File: config.mk
export PLATFORM = sky130hd
export DESIGN_NAME = calc_irq_slave
export DESIGN_NICKNAME = d
export VERILOG_FILES = /design/src/rtl/calc_irq_pkg.sv /design/src/rtl/calc_reg_decode.sv /design/src/rtl/calc_fact_engine.sv /design/src/rtl/calc_irq_ctrl.sv /design/src/rtl/calc_rd_mux.sv /design/src/rtl/calc_irq_slave.sv
export SDC_FILE = /design/constraint.sdc
export NUM_CORES = 1
export LEC_CHECK = 0
export CORE_ASPECT_RATIO = 0.7
export CORE_MARGIN = 1
export CORE_UTILIZATION = 65
export CTS_CLUSTER_SIZE = 10
export DETAILED_ROUTE_END_ITERATION = 16
export GPL_ROUTABILITY_DRIVEN = 1
export HOLD_SLACK_MARGIN = 0.05
export PLACE_DENSITY_LB_ADDON = 0.12
export SETUP_SLACK_MARGIN = 0.15
export SLEW_MARGIN = 30
export SYNTH_ARGS = -nofsm -noshare
export SYNTH_HDL_FRONTEND = slang
export SYNTH_SLANG_ARGS = --single-unit
File: constraint.sdc
create_clock -name clk -period 10.5 [get_ports clk]
set_clock_uncertainty 0.15 [all_clocks]
set_input_delay 2.1 -clock clk [delete_from_list [all_inputs] [get_ports clk]]
set_output_delay 2.1 -clock clk [all_outputs]
set_load 0.01 [all_outputs]
File: src/rtl/calc_irq_pkg.sv
package calc_irq_pkg;

  localparam int DATA_W = 32;

  // register offsets (bytes)
  localparam int OFF_ID    = 'h00;
  localparam int OFF_LIVE  = 'h04;
  localparam int OFF_FACT  = 'h08;
  localparam int OFF_STAT  = 'h20;
  localparam int OFF_INT   = 'h24;
  localparam int OFF_RAISE = 'h60;
  localparam int OFF_ACK   = 'h64;

  // status register bit positions
  localparam int STAT_BUSY_BIT = 0;
  localparam int STAT_IEN_BIT  = 7;

  // interrupt cause raised by a finished computation
  localparam int CAUSE_DONE_BIT = 0;

  typedef enum logic [2:0] {
    RS_NONE,
    RS_ID,
    RS_LIVE,
    RS_FACT,
    RS_STAT,
    RS_INT
  } rd_sel_e;

  typedef struct packed {
    logic live;
    logic fact;
    logic stat;
    logic raise;
    logic ack;
  } wr_strb_t;

  typedef enum logic {
    FE_IDLE,
    FE_RUN
  } fact_state_e;

endpackage

File: src/rtl/calc_reg_decode.sv
module calc_reg_decode
  import calc_irq_pkg::*;
#(
  parameter int ADDR_W = 8
) (
  input  logic              req_valid,
  input  logic              req_write,
  input  logic [ADDR_W-1:0] req_addr,
  output wr_strb_t          wr_strb,
  output logic              rd_fire,
  output rd_sel_e           rd_sel
);

  logic hit_id, hit_live, hit_fact, hit_stat, hit_int, hit_raise, hit_ack;
  logic wr_fire;

  always_comb begin
    hit_id    = (req_addr == ADDR_W'(OFF_ID));
    hit_live  = (req_addr == ADDR_W'(OFF_LIVE));
    hit_fact  = (req_addr == ADDR_W'(OFF_FACT));
    hit_stat  = (req_addr == ADDR_W'(OFF_STAT));
    hit_int   = (req_addr == ADDR_W'(OFF_INT));
    hit_raise = (req_addr == ADDR_W'(OFF_RAISE));
    hit_ack   = (req_addr == ADDR_W'(OFF_ACK));
  end

  always_comb begin
    wr_fire       = req_valid & req_write;
    rd_fire       = req_valid & ~req_write;
    wr_strb.live  = wr_fire & hit_live;
    wr_strb.fact  = wr_fire & hit_fact;
    wr_strb.stat  = wr_fire & hit_stat;
    wr_strb.raise = wr_fire & hit_raise;
    wr_strb.ack   = wr_fire & hit_ack;
  end

  always_comb begin
    rd_sel = RS_NONE;
    if (hit_id)   rd_sel = RS_ID;
    if (hit_live) rd_sel = RS_LIVE;
    if (hit_fact) rd_sel = RS_FACT;
    if (hit_stat) rd_sel = RS_STAT;
    if (hit_int)  rd_sel = RS_INT;
  end

endmodule

File: src/rtl/calc_fact_engine.sv
module calc_fact_engine
  import calc_irq_pkg::*;
#(
  parameter int W = 32
) (
  input  logic         clk,
  input  logic         rst_n,
  input  logic         start_i,
  input  logic [W-1:0] operand_i,
  output logic         busy_o,
  output logic         done_o,
  output logic [W-1:0] value_o
);

  fact_state_e st_q, st_d;
  logic [W-1:0] acc_q, acc_d;
  logic [W-1:0] cnt_q, cnt_d;
  logic         last_step;

  always_comb begin
    st_d      = st_q;
    acc_d     = acc_q;
    cnt_d     = cnt_q;
    done_o    = 1'b0;
    last_step = (cnt_q <= W'(1));
    case (st_q)
      FE_IDLE: begin
        if (start_i) begin
          acc_d = W'(1);
          cnt_d = operand_i;
          st_d  = FE_RUN;
        end
      end
      FE_RUN: begin
        if (last_step) begin
          st_d   = FE_IDLE;
          done_o = 1'b1;
        end else begin
          acc_d = acc_q * cnt_q;
          cnt_d = cnt_q - W'(1);
        end
      end
      default: st_d = FE_IDLE;
    endcase
  end

  always_ff @(posedge clk or negedge rst_n) begin
    if (!rst_n) begin
      st_q  <= FE_IDLE;
      acc_q <= W'(1);
      cnt_q <= '0;
    end else begin
      st_q <= st_d;
      if (st_q != st_d || st_q == FE_RUN) begin
        acc_q <= acc_d;
        cnt_q <= cnt_d;
      end
    end
  end

  assign busy_o  = (st_q == FE_RUN);
  assign value_o = acc_q;


  busy_hold_chk: assert property (@(posedge clk) disable iff (!rst_n)
    (busy_o && cnt_q > W'(1)) |=> busy_o);


  start_busy_chk: assert property (@(posedge clk) disable iff (!rst_n)
    (!busy_o && start_i) |=> busy_o);


  restart_ignored_chk: assert property (@(posedge clk) disable iff (!rst_n)
    (busy_o && start_i && cnt_q > W'(1)) |=> (cnt_q == $past(cnt_q) - W'(1)));


  trivial_operand_chk: assert property (@(posedge clk) disable iff (!rst_n)
    (!busy_o && start_i && operand_i <= W'(1)) |=> ##1 (!busy_o && value_o == W'(1)));

endmodule

File: src/rtl/calc_irq_ctrl.sv
module calc_irq_ctrl
  import calc_irq_pkg::*;
#(
  parameter int W = 32
) (
  input  logic         clk,
  input  logic         rst_n,
  input  logic         raise_we,
  input  logic         ack_we,
  input  logic [W-1:0] wdata,
  input  logic         done_set,
  output logic [W-1:0] status_o,
  output logic         irq_o
);

  logic [W-1:0] stat_q, stat_d;
  logic [W-1:0] clr_mask, set_mask;
  logic         stat_en;

  always_comb begin
    clr_mask = ack_we   ? wdata : '0;
    set_mask = raise_we ? wdata : '0;
    set_mask[CAUSE_DONE_BIT] = set_mask[CAUSE_DONE_BIT] | done_set;
    // clear first so a cause arriving on the acknowledge edge is kept
    stat_d  = (stat_q & ~clr_mask) | set_mask;
    stat_en = raise_we | ack_we | done_set;
  end

  always_ff @(posedge clk or negedge rst_n) begin
    if (!rst_n) stat_q <= '0;
    else if (stat_en) stat_q <= stat_d;
  end

  assign status_o = stat_q;
  assign irq_o    = |stat_q;


  raise_sets_chk: assert property (@(posedge clk) disable iff (!rst_n)
    raise_we |=> ((status_o & $past(wdata)) == $past(wdata)));


  ack_clears_chk: assert property (@(posedge clk) disable iff (!rst_n)
    (ack_we && !raise_we && !done_set) |=> ((status_o & $past(wdata)) == '0));


  irq_rise_chk: assert property (@(posedge clk) disable iff (!rst_n)
    $rose(irq_o) |-> $past(raise_we || done_set));

endmodule

File: src/rtl/calc_rd_mux.sv
module calc_rd_mux
  import calc_irq_pkg::*;
#(
  parameter int          W        = 32,
  parameter logic [31:0] ID_VALUE = 32'hFAC7_0001
) (
  input  rd_sel_e      rd_sel,
  input  logic [W-1:0] live_val,
  input  logic [W-1:0] fact_val,
  input  logic [W-1:0] stat_val,
  input  logic [W-1:0] int_val,
  output logic [W-1:0] rdata
);

  always_comb begin
    case (rd_sel)
      RS_ID:   rdata = W'(ID_VALUE);
      RS_LIVE: rdata = ~live_val;
      RS_FACT: rdata = fact_val;
      RS_STAT: rdata = stat_val;
      RS_INT:  rdata = int_val;
      default: rdata = '0;
    endcase
  end

endmodule

File: src/rtl/calc_irq_slave.sv
module calc_irq_slave
  import calc_irq_pkg::*;
#(
  parameter int          ADDR_W   = 8,
  parameter logic [31:0] ID_VALUE = 32'hFAC7_0001
) (
  input  logic              clk,
  input  logic              rst_n,
  input  logic              req_valid,
  output logic              req_ready,
  input  logic              req_write,
  input  logic [ADDR_W-1:0] req_addr,
  input  logic [31:0]       req_wdata,
  output logic              rsp_valid,
  output logic [31:0]       rsp_rdata,
  output logic              irq
);

  localparam int W = DATA_W;

  // reset: asserted asynchronously, released through two flops
  logic [1:0] rst_sync_q;
  logic       rst_int_n;

  always_ff @(posedge clk or negedge rst_n) begin
    if (!rst_n) rst_sync_q <= 2'b00;
    else        rst_sync_q <= {rst_sync_q[0], 1'b1};
  end
  assign rst_int_n = rst_sync_q[1];

  wr_strb_t wr_strb;
  logic     rd_fire;
  rd_sel_e  rd_sel;

  calc_reg_decode #(.ADDR_W(ADDR_W)) i_decode (
    .req_valid (req_valid),
    .req_write (req_write),
    .req_addr  (req_addr),
    .wr_strb   (wr_strb),
    .rd_fire   (rd_fire),
    .rd_sel    (rd_sel)
  );

  // scratch register, read back inverted
  logic [W-1:0] live_q;
  always_ff @(posedge clk or negedge rst_int_n) begin
    if (!rst_int_n)        live_q <= '0;
    else if (wr_strb.live) live_q <= req_wdata;
  end

  // completion-interrupt enable, the only writable status bit
  logic irq_en_q;
  always_ff @(posedge clk or negedge rst_int_n) begin
    if (!rst_int_n)        irq_en_q <= 1'b0;
    else if (wr_strb.stat) irq_en_q <= req_wdata[STAT_IEN_BIT];
  end

  logic         fact_busy, fact_done;
  logic [W-1:0] fact_val;

  calc_fact_engine #(.W(W)) i_fact (
    .clk       (clk),
    .rst_n     (rst_int_n),
    .start_i   (wr_strb.fact),
    .operand_i (req_wdata),
    .busy_o    (fact_busy),
    .done_o    (fact_done),
    .value_o   (fact_val)
  );

  logic         done_cause;
  logic [W-1:0] int_stat;

  assign done_cause = fact_done & irq_en_q;

  calc_irq_ctrl #(.W(W)) i_irq (
    .clk      (clk),
    .rst_n    (rst_int_n),
    .raise_we (wr_strb.raise),
    .ack_we   (wr_strb.ack),
    .wdata    (req_wdata),
    .done_set (done_cause),
    .status_o (int_stat),
    .irq_o    (irq)
  );

  logic [W-1:0] stat_val;
  always_comb begin
    stat_val = '0;
    stat_val[STAT_BUSY_BIT] = fact_busy;
    stat_val[STAT_IEN_BIT]  = irq_en_q;
  end

  logic [W-1:0] rd_data;

  calc_rd_mux #(.W(W), .ID_VALUE(ID_VALUE)) i_rdmux (
    .rd_sel   (rd_sel),
    .live_val (live_q),
    .fact_val (fact_val),
    .stat_val (stat_val),
    .int_val  (int_stat),
    .rdata    (rd_data)
  );

  logic         rsp_v_q;
  logic [W-1:0] rsp_d_q;

  always_ff @(posedge clk or negedge rst_int_n) begin
    if (!rst_int_n) rsp_v_q <= 1'b0;
    else            rsp_v_q <= rd_fire;
  end

  always_ff @(posedge clk or negedge rst_int_n) begin
    if (!rst_int_n)   rsp_d_q <= '0;
    else if (rd_fire) rsp_d_q <= rd_data;
  end

  assign req_ready = 1'b1;
  assign rsp_valid = rsp_v_q;
  assign rsp_rdata = rsp_d_q;


  done_irq_chk: assert property (@(posedge clk) disable iff (!rst_int_n)
    (fact_done && irq_en_q) |=> (int_stat[CAUSE_DONE_BIT] && irq));


  rsp_after_read_chk: assert property (@(posedge clk) disable iff (!rst_int_n)
    (req_valid && req_write) |=> !rsp_valid);


  busy_fall_chk: assert property (@(posedge clk) disable iff (!rst_int_n)
    $fell(fact_busy) |-> $past(fact_done));

endmodule

## After elaboration in Yosys (flattened, before gate mapping)

Cells that the tools add are included.

| word-level totals | value |
|---|---|
| bits in registers | 165 |
| memory bits (writable) | 0 |
| bits in latches | 0 |
| input bits | 44 |
| ROM bits | 0 |
| output and inout bits | 35 |
| memories kept | 0 |

| operators by class | value |
|---|---|
| multiply operators | 1 |
| $add $sub $neg | 1 |
| magnitude comparators | 1 |
| equal/unequal tests | 14 |
| muxes and demuxes | 19 |
| bitwise logic cells | 17 |
| div/mod/pow operators | 0 |
| reductions and logical operators | 4 |
| shift-type cells | 0 |

Operators with widths:

| operator | count |
|---|---|
| two-way mux 32 bit | 6 |
| one-hot mux 32 bit (5 select lines) | 1 |
| one-hot mux 32 bit (2 select lines) | 2 |
| NOT 32 bit | 2 |
| AND 32 bit | 1 |
| <= comparator 32 x 1 -> 1 bit (second input constant) | 1 |
| multiplier 32 x 32 -> 32 bit | 1 |
| OR 32 bit | 1 |
| OR reduction 32 bit | 1 |
| subtractor 32 x 1 -> 32 bit (second input constant) | 1 |
| equality test 8 x 6 -> 1 bit (second input constant) | 2 |
| equality test 8 x 7 -> 1 bit (second input constant) | 2 |
| AND 1 bit | 8 |
| equality test 8 x 3 -> 1 bit (second input constant) | 1 |
| equality test 8 x 4 -> 1 bit (second input constant) | 1 |
| logical NOT 8 bit | 1 |
| equality test 3 x 2 -> 1 bit (second input constant) | 2 |
| equality test 3 bit (second input constant) | 2 |
| two-way mux 3 bit | 2 |
| two-way mux 1 bit | 5 |
| two-way mux 2 bit | 2 |
| equality test 3 x 1 -> 1 bit (second input constant) | 1 |
| OR 1 bit | 3 |
| AND reduction 3 bit | 1 |
| other kinds (6) | 7 |

## Depth between registers and ports, before layout

| depth | value |
|---|---|
| depth in word-level cells | 8 |
| gate-level depth with buffers | 27 |
| depth with buffers taken out | 24 |

## Modules after synthesis

From an unflattened synthesis, not the netlist that was laid out.

| second synthesis, totals | value |
|---|---|
| cell total of the unflattened synthesis | 2531 |
| area, all modules | 24309.6 µm² |

By module, submodules not included:

| module | area each (µm²) | cells each | instances | sequential area each (µm²) |
|---|---|---|---|---|
| calc_fact_engine | 18934.4 | 2103 | 1 | 1627.8 |
| calc_irq_slave | 2822.7 | 145 | 1 | 1701.6 |
| calc_irq_ctrl | 1308.8 | 113 | 1 | 800.8 |
| calc_rd_mux | 1063.5 | 148 | 1 | 0.0 |
| calc_reg_decode | 180.2 | 22 | 1 | 0.0 |

## Worst setup path after synthesis

No wires, ideal clock.

| timing | value |
|---|---|
| kind | reg2reg |
| start | register i_fact.cnt_q[7] |
| end | register i_fact.acc_q[22] (netlist: i_fact.value_o[22]) |
| setup time | 120 ps |
| period minus slack after synthesis | 7077 ps |
| cell stages (with the launch flop) | 23 |
| path slack | 3423 ps |
| arrival | 6807 ps |
| required time | 10230 ps |
| buffers on the path | 2 |
| path through | dfrtp_1 -> clkbuf_1 -> clkbuf_1 -> and2_1 -> fa_1 -> fa_1 -> fa_1 -> inv_1 -> fa_1 -> inv_1 -> fa_1 -> inv_1 -> fa_1 -> inv_1 -> fa_1 -> fa_1 -> ha_1 -> or3_1 -> or3_1 -> o221a_2 -> o21a_1 -> or3_1 -> a31o_2 |

| on the way | value |
|---|---|
| cells in the longest elaborated chain, start to end | 6 |
| elaborated cells on any way between the ends | 10 |

RTL lines:

| element | line | text |
|---|---|---|
| from (decl) | calc_fact_engine.sv:17 | `logic [W-1:0] cnt_q, cnt_d;` |
| from (signal assigned) | calc_fact_engine.sv:56 | `cnt_q <= cnt_d;` |
| parallel branches: the longest is 6 deep, another holds multiplier 32 x 32 -> 32 bit | n/a |  |
| to (signal assigned) | calc_fact_engine.sv:50 | `acc_q <= W'(1);` |
| to (signal assigned) | calc_fact_engine.sv:55 | `acc_q <= acc_d;` |
| to (decl) | calc_fact_engine.sv:16 | `logic [W-1:0] acc_q, acc_d;` |

Several ways; the timed one is not identified. The select of a mux whose other input is x is not followed.
A chain may end at the register's enable or synchronous reset.

## Final worst setup path

| timing | value |
|---|---|
| start | register i_fact.acc_q[11] (netlist: i_fact.value_o[11]) |
| end | register i_fact.acc_q[29] (netlist: i_fact.value_o[29]) |

| on the way | value |
|---|---|
| cells in the longest elaborated chain, start to end | 3 |

RTL lines:

| element | line | text |
|---|---|---|
| multiplier 32 x 32 -> 32 bit | calc_fact_engine.sv:39 | `acc_d = acc_q * cnt_q;` |
| two-way mux 32 bit | calc_fact_engine.sv:35 | `if (last_step) begin` |
| one-hot mux 32 bit (2 select lines) | calc_fact_engine.sv:26 | `case (st_q)` |

Every way passes these cells. The select of a mux whose other input is x is not followed.

==> results.sh <==
export IMPL_grt_ovfl_total=0
export IMPL_slowest_stage="dfrtp_1"
export IMPL_first_pass_iters=7
export IMPL_vias=18200
export IMPL_cts_tree="yes"
export IMPL_final_antenna_net_count=0
export IMPL_fin_util_pct=71.0
export IMPL_cts_max_level=4
export IMPL_start_kind="flop"
export IMPL_wl_per_cell_um=23.2
export IMPL_yosys_area_top_type="fa_1"
export IMPL_drt_iter0_drc=2115
export IMPL_dp_hpwl_um=51800
export IMPL_cp_common_cell="fa_1"
export IMPL_clk_pin_slew_worst_paths_ns=0.08
export IMPL_ff2ff_path_depth=20
export IMPL_die_area_um2=36600
export IMPL_netlist_area_leader_share_pct=35.0
export IMPL_max_stage_delay_ns=1.03
export IMPL_grt_max_degree=79
export IMPL_synth_seq_cells=165
export IMPL_grt_antenna_before_repair=2
export IMPL_drcViolationCount=0
export IMPL_layout_nets=3024
export IMPL_slew_violations=0
export IMPL_finalCriticalPeriod_ns=8.55
export IMPL_fmax_ghz=0.117
export IMPL_numClockSinks=165
export IMPL_ys_flop_type="dfrtp_1"
export IMPL_yosys_top_cells_area="fa_1 35%, dfrtp_1 18%, and2_1 8.3%"
export IMPL_finalHoldViolations=0
export IMPL_maxCapViolations=0
export IMPL_tns_ns=0
export IMPL_hp_class="flop to asynchronous set/reset pin"
export IMPL_tightest_slew_ns=1.05
export IMPL_worstReg2RegStart="i_fact.value_o[11]$_DFFE_PN0P_"
export IMPL_drive_gt1_share_pct=5.20
export IMPL_start_util_pct=66.5
export IMPL_endpoint_kind="flop"
export IMPL_synth_seq_area_share_pct=17.7
export IMPL_io_pins=79
export IMPL_path_class="flop to flop"
export IMPL_finalWirelength_um=68100
export IMPL_viasPerCell=6.22
export IMPL_cts_root_buffer="clkbuf_16"
export IMPL_status="completed"
export IMPL_numCtsBuffers=17
export IMPL_critPathRequiredTime_ns=10.67
export IMPL_rsz0062_at_grt="no"
export IMPL_io_buffers=77
export IMPL_syn_area_per_cell_um2=9.40
export IMPL_area_growth_pct=6.61
export IMPL_clk_latency_ns=0.45
export IMPL_cts_setup_buffers=0
export IMPL_die_y_um=160
export IMPL_synth_warnings=0
export IMPL_synth_edf_count=0
export IMPL_rows=57
export IMPL_grt_pass1_wl_um=109000
export IMPL_die_w_um=228
export IMPL_cp_cell_sequence="and2_1 > fa_1 > fa_1 > fa_1 > inv_1 > fa_1 > inv_1 > fa_1 > ha_1 > fa_1 > fa_1 > ha_1 > o21ai_0 > nor4_1 > a21oi_1 > a21oi_1 > or3_1 > a21oi_1 > xor2_1 > o21ai_0"
export IMPL_async_flop_share_pct=100
export IMPL_grt_usage_pct=39.5
export IMPL_cts_resized_gates=0
export IMPL_ys_types=71
export IMPL_crit_fanout=23
export IMPL_cts_hold_fix_buffers=0
export IMPL_first_global_vias=18800
export IMPL_finalSetupViolations=0
export IMPL_finalCritPeriodShare_pct=81.4
export IMPL_syn_inst=2480
export IMPL_r2r_slack_ns=1.95
export IMPL_antennaDiodeCount=0
export IMPL_clockBufferDepth=2
export IMPL_place_congestion=0.957
export IMPL_timing_rr_end="i_fact.value_o[29]$_DFFE_PN0P_"
export IMPL_cp_arrival_ns=8.72
export IMPL_syn_cell_area_um2=23300
export IMPL_design_core_area_um2=35000
export IMPL_maxSlewHeadroom_pct=30.3
## critical path: cells and delay by family (launching register included)
| family | cells | cell delay [ns] |
|---|---|---|
| compound gates | 5 | 2.03 |
| xor+xnor | 1 | 0.16 |
| fa+ha+maj | 9 | 4.09 |
| buf+inv | 2 | 0.10 |
| flops | 1 | 1.03 |
| simple gates | 3 | 0.86 |
## cell families after synthesis
family | Yosys count | share of synthesized area (%)
xor+xnor | 78 | 2.99
flops | 165 | 17.7
fa+ha+maj | 533 | 41.8
compound gates | 271 | 8.19
mux | 34 | 1.64
buf+inv | 548 | 9.05
simple gates | 850 | 18.6
other cells | 1 | 0.0161
## cells in the mapped netlist (all sizes together) (11+ instances only)
cell type,instances
ha,125
mux2,33
o311ai,12
a21oi,27
nand3,47
nor2,56
nand2,346
or4,11
clkbuf,141
xnor2,57
o21ai,84
o211ai,24
fa,408
nor4,20
dfrtp,164
a22o,39
or3,11
and2,310
buf,20
xor2,20
nor3,16
a221oi,25
inv,387
## routing by layer
layer	global-route usage (%)	wire length, um	vias to the layer above
met4	10.3	1800	0
li1	-	-	7677
met3	13.7	9860	157
met1	58.2	28300	9236
met5	0	0	-
met2	55.7	28200	1175
## sequential cells by signal, summed over array words and instances (netlist names)
signal and cells:
live_q 32, i_fact.busy_o 1, rst_sync_q 2, rsp_rdata 32
irq_en_q 1, i_fact.value_o 32, i_irq.status_o 32, i_fact.cnt_q 32
rsp_valid 1
## worst max path at each step
| stage | start | end | slack [ns] |
|---|---|---|---|
| after global routing | i_fact.value_o[11]$_DFFE_PN0P_ | i_fact.value_o[23]$_DFFE_PN0P_ | 1.82 |
| after floorplan | i_fact.cnt_q[7]$_DFFE_PN0P_ | i_fact.value_o[22]$_DFFE_PN0P_ | 3.42 |
| after global placement | i_fact.cnt_q[4]$_DFFE_PN0P_ | i_fact.value_o[29]$_DFFE_PN0P_ | 2.12 |
| after detailed placement | i_fact.cnt_q[6]$_DFFE_PN0P_ | i_fact.value_o[23]$_DFFE_PN0P_ | 2.04 |
| after CTS | i_fact.cnt_q[6]$_DFFE_PN0P_ | i_fact.value_o[29]$_DFFE_PN0P_ | 2.02 |
| final | i_fact.value_o[11]$_DFFE_PN0P_ | i_fact.value_o[29]$_DFFE_PN0P_ | 1.95 |
## cell type report
class | instances | area, um^2
clock buffers | 18 | 429
flip-flops and latches | 165 | 4140
fillers | 2706 | 10200
well taps | 472 | 591
multi-input cells | 1768 | 17100
clock inverters | 14 | 138
repair buffers | 108 | 1010
inverters | 387 | 1450
## metrics by stage
step,cells,setup WS [ns],hold slack [ns],cell area (um^2)
2_1_floorplan,2481,3.42,0.181,23300
3_3_place_gp,2900,2.12,0.136,24300
3_5_place_dp,2900,2.04,0.141,24300
4_1_cts,2932,2.02,0.149,24800
5_1_grt,2932,1.82,0.185,24800
6_report,2932,1.95,0.140,24800
## layout by cell type, fill, tap and decap left out, types with 4 or more instances in the layout
cell               n
ha_1             125
a221oi_1          24
nand2_1          345
inv_8              5
fa_1             408
nor2_1            52
o31ai_1            6
mux2_2            33
a21o_1             6
nor4_1            17
o311ai_0          11
o31a_1             4
dfrtp_2            5
o211ai_1          24
a211oi_1           6
a221o_1            7
nor3b_1            4
nand4_1            6
o22ai_1            5
o41ai_1            5
xnor2_1           57
xor2_1            20
a21oi_1           27
nor3_1            15
or2_2              4
or3_1             11
clkbuf_16         17
nand3_1           47
a22o_1            39
clkdlybuf4s50_1   77
o21ai_0           83
buf_4             30
inv_1            387
dfrtp_1          158
inv_6              4
nor2b_1            4
or4_1              8
o21a_1             5
and2_1           310
Power is not shown: default switching activity piles up to over one toggle a cycle in this logic, so the estimate is an artifact.
